$ cat src/rtl/tmr_pkg.sv
`timescale 1ns/1ps
package tmr_pkg;
  localparam int unsigned CTRL_W   = 11;
  localparam int unsigned B_MODE   = 0;
  localparam int unsigned B_DOWN   = 1;
  localparam int unsigned B_GEN    = 2;
  localparam int unsigned B_CAPT   = 3;
  localparam int unsigned B_AUTO   = 4;
  localparam int unsigned B_LOAD   = 5;
  localparam int unsigned B_IEN    = 6;
  localparam int unsigned B_RUN    = 7;
  localparam int unsigned B_STAT   = 8;
  localparam int unsigned B_PWM    = 9;
  localparam int unsigned B_ALL    = 10;

  typedef enum logic [1:0] {
    SEL_CTRL = 2'd0,
    SEL_LOAD = 2'd1,
    SEL_CNT  = 2'd2,
    SEL_NONE = 2'd3
  } reg_sel_e;
endpackage

$ cat src/rtl/tmr_ctrl_reg.sv
`timescale 1ns/1ps
module tmr_ctrl_reg
  import tmr_pkg::*;
(
  input  logic              clk,
  input  logic              rst_n,
  input  logic              wr_en,
  input  logic [CTRL_W-1:0] wdata,
  input  logic              roll,
  input  logic              halt,
  output logic [CTRL_W-1:0] ctrl
);
  logic [CTRL_W-1:0] ctrl_nxt;

  always_comb begin
    ctrl_nxt = ctrl;
    if (wr_en) begin
      ctrl_nxt = wdata;
      ctrl_nxt[B_STAT] = ctrl[B_STAT] & ~wdata[B_STAT];
    end
    if (roll) ctrl_nxt[B_STAT] = 1'b1;
    if (halt) ctrl_nxt[B_RUN] = 1'b0;
  end

  always_ff @(posedge clk or negedge rst_n) begin
    if (!rst_n) ctrl <= '0;
    else        ctrl <= ctrl_nxt;
  end

  assert_w1c_clear_R7: assert property (@(posedge clk) disable iff (!rst_n)
    (wr_en && wdata[B_STAT] && !roll) |=> !ctrl[B_STAT]);
  assert_zero_keeps_R7: assert property (@(posedge clk) disable iff (!rst_n)
    (wr_en && !wdata[B_STAT] && ctrl[B_STAT]) |=> ctrl[B_STAT]);
  assert_set_wins_R7: assert property (@(posedge clk) disable iff (!rst_n)
    roll |=> ctrl[B_STAT]);
  assert_halt_stops_R6: assert property (@(posedge clk) disable iff (!rst_n)
    halt |=> !ctrl[B_RUN]);
endmodule

$ cat src/rtl/tmr_counter.sv
`timescale 1ns/1ps
module tmr_counter #(
  parameter int unsigned W = 32
) (
  input  logic         clk,
  input  logic         rst_n,
  input  logic [W-1:0] load_val,
  input  logic         hold,
  input  logic         run,
  input  logic         down,
  input  logic         auto_rl,
  output logic [W-1:0] cnt,
  output logic         roll,
  output logic         halt
);
  localparam logic [W-1:0] ONE = W'(1);

  logic step, terminal;
  logic [W-1:0] cnt_nxt;

  assign terminal = down ? (cnt == '0) : (&cnt);
  assign step     = run & ~hold;
  assign roll     = step & terminal;
  assign halt     = roll & ~auto_rl;

  always_comb begin
    cnt_nxt = cnt;
    if (hold)         cnt_nxt = load_val;
    else if (roll)    cnt_nxt = auto_rl ? load_val : cnt;
    else if (step)    cnt_nxt = down ? cnt - ONE : cnt + ONE;
  end

  always_ff @(posedge clk or negedge rst_n) begin
    if (!rst_n) cnt <= '0;
    else        cnt <= cnt_nxt;
  end

  assert_preload_R3: assert property (@(posedge clk) disable iff (!rst_n)
    hold |=> cnt == $past(load_val));
  assert_freeze_R9: assert property (@(posedge clk) disable iff (!rst_n)
    (!run && !hold) |=> $stable(cnt));
  assert_down_step_R4: assert property (@(posedge clk) disable iff (!rst_n)
    (run && !hold && down && cnt != '0) |=> cnt == $past(cnt) - ONE);
  assert_up_step_R4: assert property (@(posedge clk) disable iff (!rst_n)
    (run && !hold && !down && !(&cnt)) |=> cnt == $past(cnt) + ONE);
  assert_reload_R5: assert property (@(posedge clk) disable iff (!rst_n)
    (roll && auto_rl) |=> cnt == $past(load_val));
  assert_hold_end_R6: assert property (@(posedge clk) disable iff (!rst_n)
    halt |=> $stable(cnt));
endmodule

$ cat src/rtl/tmr_channel.sv
`timescale 1ns/1ps
module tmr_channel
  import tmr_pkg::*;
#(
  parameter int unsigned W = 32
) (
  input  logic         clk,
  input  logic         rst_n,
  input  logic         wr_ctrl,
  input  logic         wr_load,
  input  logic [W-1:0] wdata,
  output logic [W-1:0] ctrl_word,
  output logic [W-1:0] load_word,
  output logic [W-1:0] cnt_word,
  output logic         irq
);
  logic [CTRL_W-1:0] ctrl;
  logic              roll, halt;

  always_ff @(posedge clk or negedge rst_n) begin
    if (!rst_n)       load_word <= '0;
    else if (wr_load) load_word <= wdata;
  end

  tmr_ctrl_reg u_ctrl (
    .clk   (clk),
    .rst_n (rst_n),
    .wr_en (wr_ctrl),
    .wdata (wdata[CTRL_W-1:0]),
    .roll  (roll),
    .halt  (halt),
    .ctrl  (ctrl)
  );

  tmr_counter #(.W(W)) u_cnt (
    .clk      (clk),
    .rst_n    (rst_n),
    .load_val (load_word),
    .hold     (ctrl[B_LOAD]),
    .run      (ctrl[B_RUN]),
    .down     (ctrl[B_DOWN]),
    .auto_rl  (ctrl[B_AUTO]),
    .cnt      (cnt_word),
    .roll     (roll),
    .halt     (halt)
  );

  assign ctrl_word = {{(W-CTRL_W){1'b0}}, ctrl};
  assign irq       = ctrl[B_STAT] & ctrl[B_IEN];
endmodule

$ cat src/rtl/twin_timer.sv
`timescale 1ns/1ps
module twin_timer
  import tmr_pkg::*;
#(
  parameter int unsigned DATA_W = 32,
  parameter int unsigned N_CH   = 2,
  localparam int unsigned CH_BITS = (N_CH > 1) ? $clog2(N_CH) : 1,
  localparam int unsigned ADDR_W  = CH_BITS + 2
) (
  input  logic              clk,
  input  logic              rst_n,
  input  logic              bus_wr,
  input  logic [ADDR_W-1:0] bus_addr,
  input  logic [DATA_W-1:0] bus_wdata,
  output logic [DATA_W-1:0] bus_rdata,
  output logic              irq
);
  logic [CH_BITS-1:0] ch_idx;
  reg_sel_e           sel;
  logic [DATA_W-1:0]  ctrl_a [N_CH];
  logic [DATA_W-1:0]  load_a [N_CH];
  logic [DATA_W-1:0]  cnt_a  [N_CH];
  logic [N_CH-1:0]    irq_v;

  assign ch_idx = bus_addr[ADDR_W-1:2];
  assign sel    = reg_sel_e'(bus_addr[1:0]);

  for (genvar g = 0; g < N_CH; g++) begin : g_ch
    logic hit;
    assign hit = bus_wr && (ch_idx == CH_BITS'(g));
    tmr_channel #(.W(DATA_W)) u_ch (
      .clk       (clk),
      .rst_n     (rst_n),
      .wr_ctrl   (hit && sel == SEL_CTRL),
      .wr_load   (hit && sel == SEL_LOAD),
      .wdata     (bus_wdata),
      .ctrl_word (ctrl_a[g]),
      .load_word (load_a[g]),
      .cnt_word  (cnt_a[g]),
      .irq       (irq_v[g])
    );
  end

  always_comb begin
    bus_rdata = '0;
    for (int c = 0; c < N_CH; c++) begin
      if (ch_idx == CH_BITS'(c)) begin
        case (sel)
          SEL_CTRL: bus_rdata = ctrl_a[c];
          SEL_LOAD: bus_rdata = load_a[c];
          SEL_CNT:  bus_rdata = cnt_a[c];
          default:  bus_rdata = '0;
        endcase
      end
    end
  end

  assign irq = |irq_v;

  assert_ctrl_upper_zero_R2: assert property (@(posedge clk) disable iff (!rst_n)
    (sel == SEL_CTRL) |-> (bus_rdata[DATA_W-1:CTRL_W] == '0));
  assert_gap_reads_zero_R2: assert property (@(posedge clk) disable iff (!rst_n)
    (sel == SEL_NONE) |-> (bus_rdata == '0));
endmodule

$ cat config.mk
export PLATFORM = sky130hd
export DESIGN_NAME = twin_timer
export DESIGN_NICKNAME = d
export VERILOG_FILES = /design/src/rtl/tmr_pkg.sv /design/src/rtl/tmr_ctrl_reg.sv /design/src/rtl/tmr_counter.sv /design/src/rtl/tmr_channel.sv /design/src/rtl/twin_timer.sv
export SDC_FILE = /design/constraint.sdc
export NUM_CORES = 1
export LEC_CHECK = 0
export ABC_AREA = 1
export BUFFER_PORTS_ARGS = -buffer_cell sky130_fd_sc_hd__buf_4
export CAP_MARGIN = 10
export CORE_MARGIN = 5
export CORE_UTILIZATION = 55
export DETAILED_ROUTE_END_ITERATION = 16
export PLACE_DENSITY = 0.76
export SYNTH_ARGS = -nofsm -noshare
export SYNTH_HDL_FRONTEND = slang
export SYNTH_SLANG_ARGS = --single-unit
$ cat constraint.sdc
create_clock -name clk -period 2.51 [get_ports clk]
set_clock_uncertainty 0.1 [all_clocks]
set_input_delay 0.251 -clock clk [delete_from_list [all_inputs] [get_ports clk]]
set_output_delay 0.251 -clock clk [all_outputs]
set_load 0.005 [all_outputs]
==> out/qor.yml <==
outcome: "complete, no violations"
seq_area_frac_synth_pct: 28.5
chipWidth_um: 165
die-area_um2: 27100
track_usage_pct: 33.5
reg2reg_to: "g_ch[1].u_ch.u_cnt.cnt[31]"
setup_viol: 0
vias: 14657
timing.final.crit_share_pct: 97.2
clk_latency_ns: 0.43
ff2ff_path_depth: 12
n_fill_cell: 2277
grt_pass1_wl_mm: 71.4
routed_wl_mm: 45.6
place_congestion: 0.999
relSlewSlack_pct: 55.2
synthDistinctLibCells: 38
synth-edff-count: 0
drive_above_1_share_pct: 10.3
antenna_left: 0
power_density_nw_per_um2: 1170
synth_top_area_share_pct: 28.5
num-nets-final: 2408
post-place-ws_ns: 0.0373
arrival_ns: 2.66
syn_area_um2: 13200
drt_pass1_iterations: 10
clk_path_buf_depth: 2
multi_input_area_um2: 8130
grt_pass1_vias: 13371
final_common_cell: "nand2_1"
route.detailed.drc: 0
min_path_type: "in2reg"
tightest_slew_ns: 0.670
fin_util_pct: 64.6
path_clk_slew_ns: 0.07
crit-reg2reg-launch: "g_ch[1].u_ch.u_ctrl.ctrl[1]"
async_reset_ff_share_pct: 100
final_hold_viol_count: 0
synth_area_per_cell_um2: 5.93
io_pins: 71
cp-startpoint: "g_ch[1].u_ch.u_ctrl.ctrl[1]"
cts_tree: "yes"
htreeDepth: 4
cp-endpoint: "g_ch[1].u_ch.u_cnt.cnt[31]"
syn-num-nets: 2320
regArea_um2: 3750
synth_flop_cell: "dfrtp_1"
rsz0062_at_grt: "true"
drv_slew: 0
placementRows: 56
netlist_instances: 2220
reg2reg_slack_ns: 0.07
antenna_found_initial: 0
portBuffers: 70
cp.required_ns: 2.73
final_cell_mix: "nand2_1, inv_1, nand3_1, nor2_1, dfrtp_1"
clock_sink_count: 150
cp-end-kind: "flip-flop"
path_class: "reg2reg"
crit_path_start_kind: "flip-flop"
drtIter0Drc: 1589
synth_largest_area_cell: "dfrtp_1"
grt_max_degree: 65
post_drt_wl_per_cell_um: 17.3
syn_to_final_growth_pct: 15.5
peakVddDrop_mv: 0.710
coreArea_um2: 23500
grt-ovfl-total: 0
max_freq_mhz: 410
synth_area_leaders: "dfrtp_1, nand2_1, inv_1"
yosys_warnings: 0
power_leakage_nw: 8.25
ys_ff_latch: 150
place_hpwl_mm: 35.5
antenna_cells: 0
fin_crit_ns: 2.44
critPathMaxFanout: 16
initial_core_util_pct: 55.9
die_h_um: 165
cts_buffers: 17
maxCapViolations: 0
setup_ws_ns: 0.0709
clock-root-buffer: "clkbuf_16"
vias_per_cell: 5.55
==> state kept, by name, indices dropped and copies added (netlist names) <==
register	cells
g_ch.u_ch.u_cnt.cnt	64
g_ch.u_ch.u_ctrl.ctrl	22
g_ch.u_ch.load_word	64
==> worst min path at each step <==
stage                             start                          to  slack, ns  depth (start not counted)
after floorplan                   rst_n   g_ch[0].u_ch.load_word[0]      -0.14                          0
after global placement            rst_n  g_ch[0].u_ch.u_cnt.cnt[20]       0.18                          1
after detailed placement          rst_n  g_ch[0].u_ch.u_cnt.cnt[20]       0.20                          1
after CTS                 bus_wdata[13]  g_ch[1].u_ch.load_word[13]      0.008                          3
after global routing      bus_wdata[29]  g_ch[0].u_ch.load_word[29]       0.03                          3
final                     bus_wdata[13]  g_ch[1].u_ch.load_word[13]       0.01                          3
==> stage by stage <==
stage / TNS, ns / area [µm²] / power [W] / hold slack, ns / cells
global route: -0.207 / 15200 / 0.0192 / 0.0294 / 2640
detailed placement: 0 / 14300 / 0.0144 / 0.198 / 2603
CTS: 0 / 14900 / 0.0171 / 0.00776 / 2639
floorplan: 0 / 13200 / 0.0112 / -0.145 / 2220
finish: 0 / 15200 / 0.0178 / 0.0101 / 2640
global placement: -0.00195 / 14300 / 0.0143 / 0.183 / 2603
==> per-layer routing <==
| layer | vias to the layer above | GRT usage [%] | routed length (µm) |
|---|---|---|---|
| met5 | - | 0 | 0 |
| met4 | 0 | 7.86 | 1080 |
| met3 | 84 | 5.69 | 4120 |
| met2 | 685 | 51.1 | 19700 |
| met1 | 6742 | 49.7 | 20700 |
| li1 | 7146 | - | - |
==> synth_stat cells, types with 5 or more instances <==
library cell and count:
a21oi_1 57, ha_1 60, nand3_1 176, buf_6 13, nor3_1 16, nor2_1 178, a211oi_1 9, clkbuf_1 37
nand3b_1 5, inv_1 316, o21ai_0 136, dfrtp_1 150, xnor2_1 31, nand2_1 927, a31oi_1 35, buf_4 6
nand4_1 23, buf_2 6
==> repair_timing <==
item	CTS	global route
setup endpoints to repair	0	49
resized for setup	0	75
hold buffers	4	0
setup buffers	0	1
endpoints found under the hold margin	62	0
==> kinds of logic (layout without fill, tap and decap cells) <==
logic type      Yosys count  after routing  synth area share, %
simple gates           1338           1338                 40.9
buf+inv                 387            488                 12.0
compound gates          247            247                 10.1
flops                   150            150                 28.5
fa+ha+maj                62             62                 6.01
xor+xnor                 32             32                 2.13
mux                       4              4                0.304
==> worst max-delay path: stages (launching register included) <==
cell and delay [ns]:
dfrtp_2 0.44, buf_6 0.18, ha_1 0.36, nand2_1 0.12, nand2_1 0.08, a21oi_1 0.31, nand2_1 0.13, a21oi_1 0.21
nand2_1 0.07, nand2_1 0.06, nand3_1 0.10, nand2_1 0.12, nand2_1 0.05
==> report_power, final <==
group          total (W)  internal (W)  switching, W
logic             0.0108       0.00392       0.00690
registers        0.00431       0.00320       0.00110
clock network    0.00265       0.00142       0.00123
total             0.0178       0.00853       0.00924
==> cell type report <==
cell class	instances	area share (%)
multi-input cells	1683	53.5
flip-flops and latches	150	24.7
clock inverters	14	1.05
inverters	322	8.03
repair buffers	134	7.28
clock buffers	18	2.82
well taps	319	2.63
No activity file was read; power rests on OpenSTA's default activity.
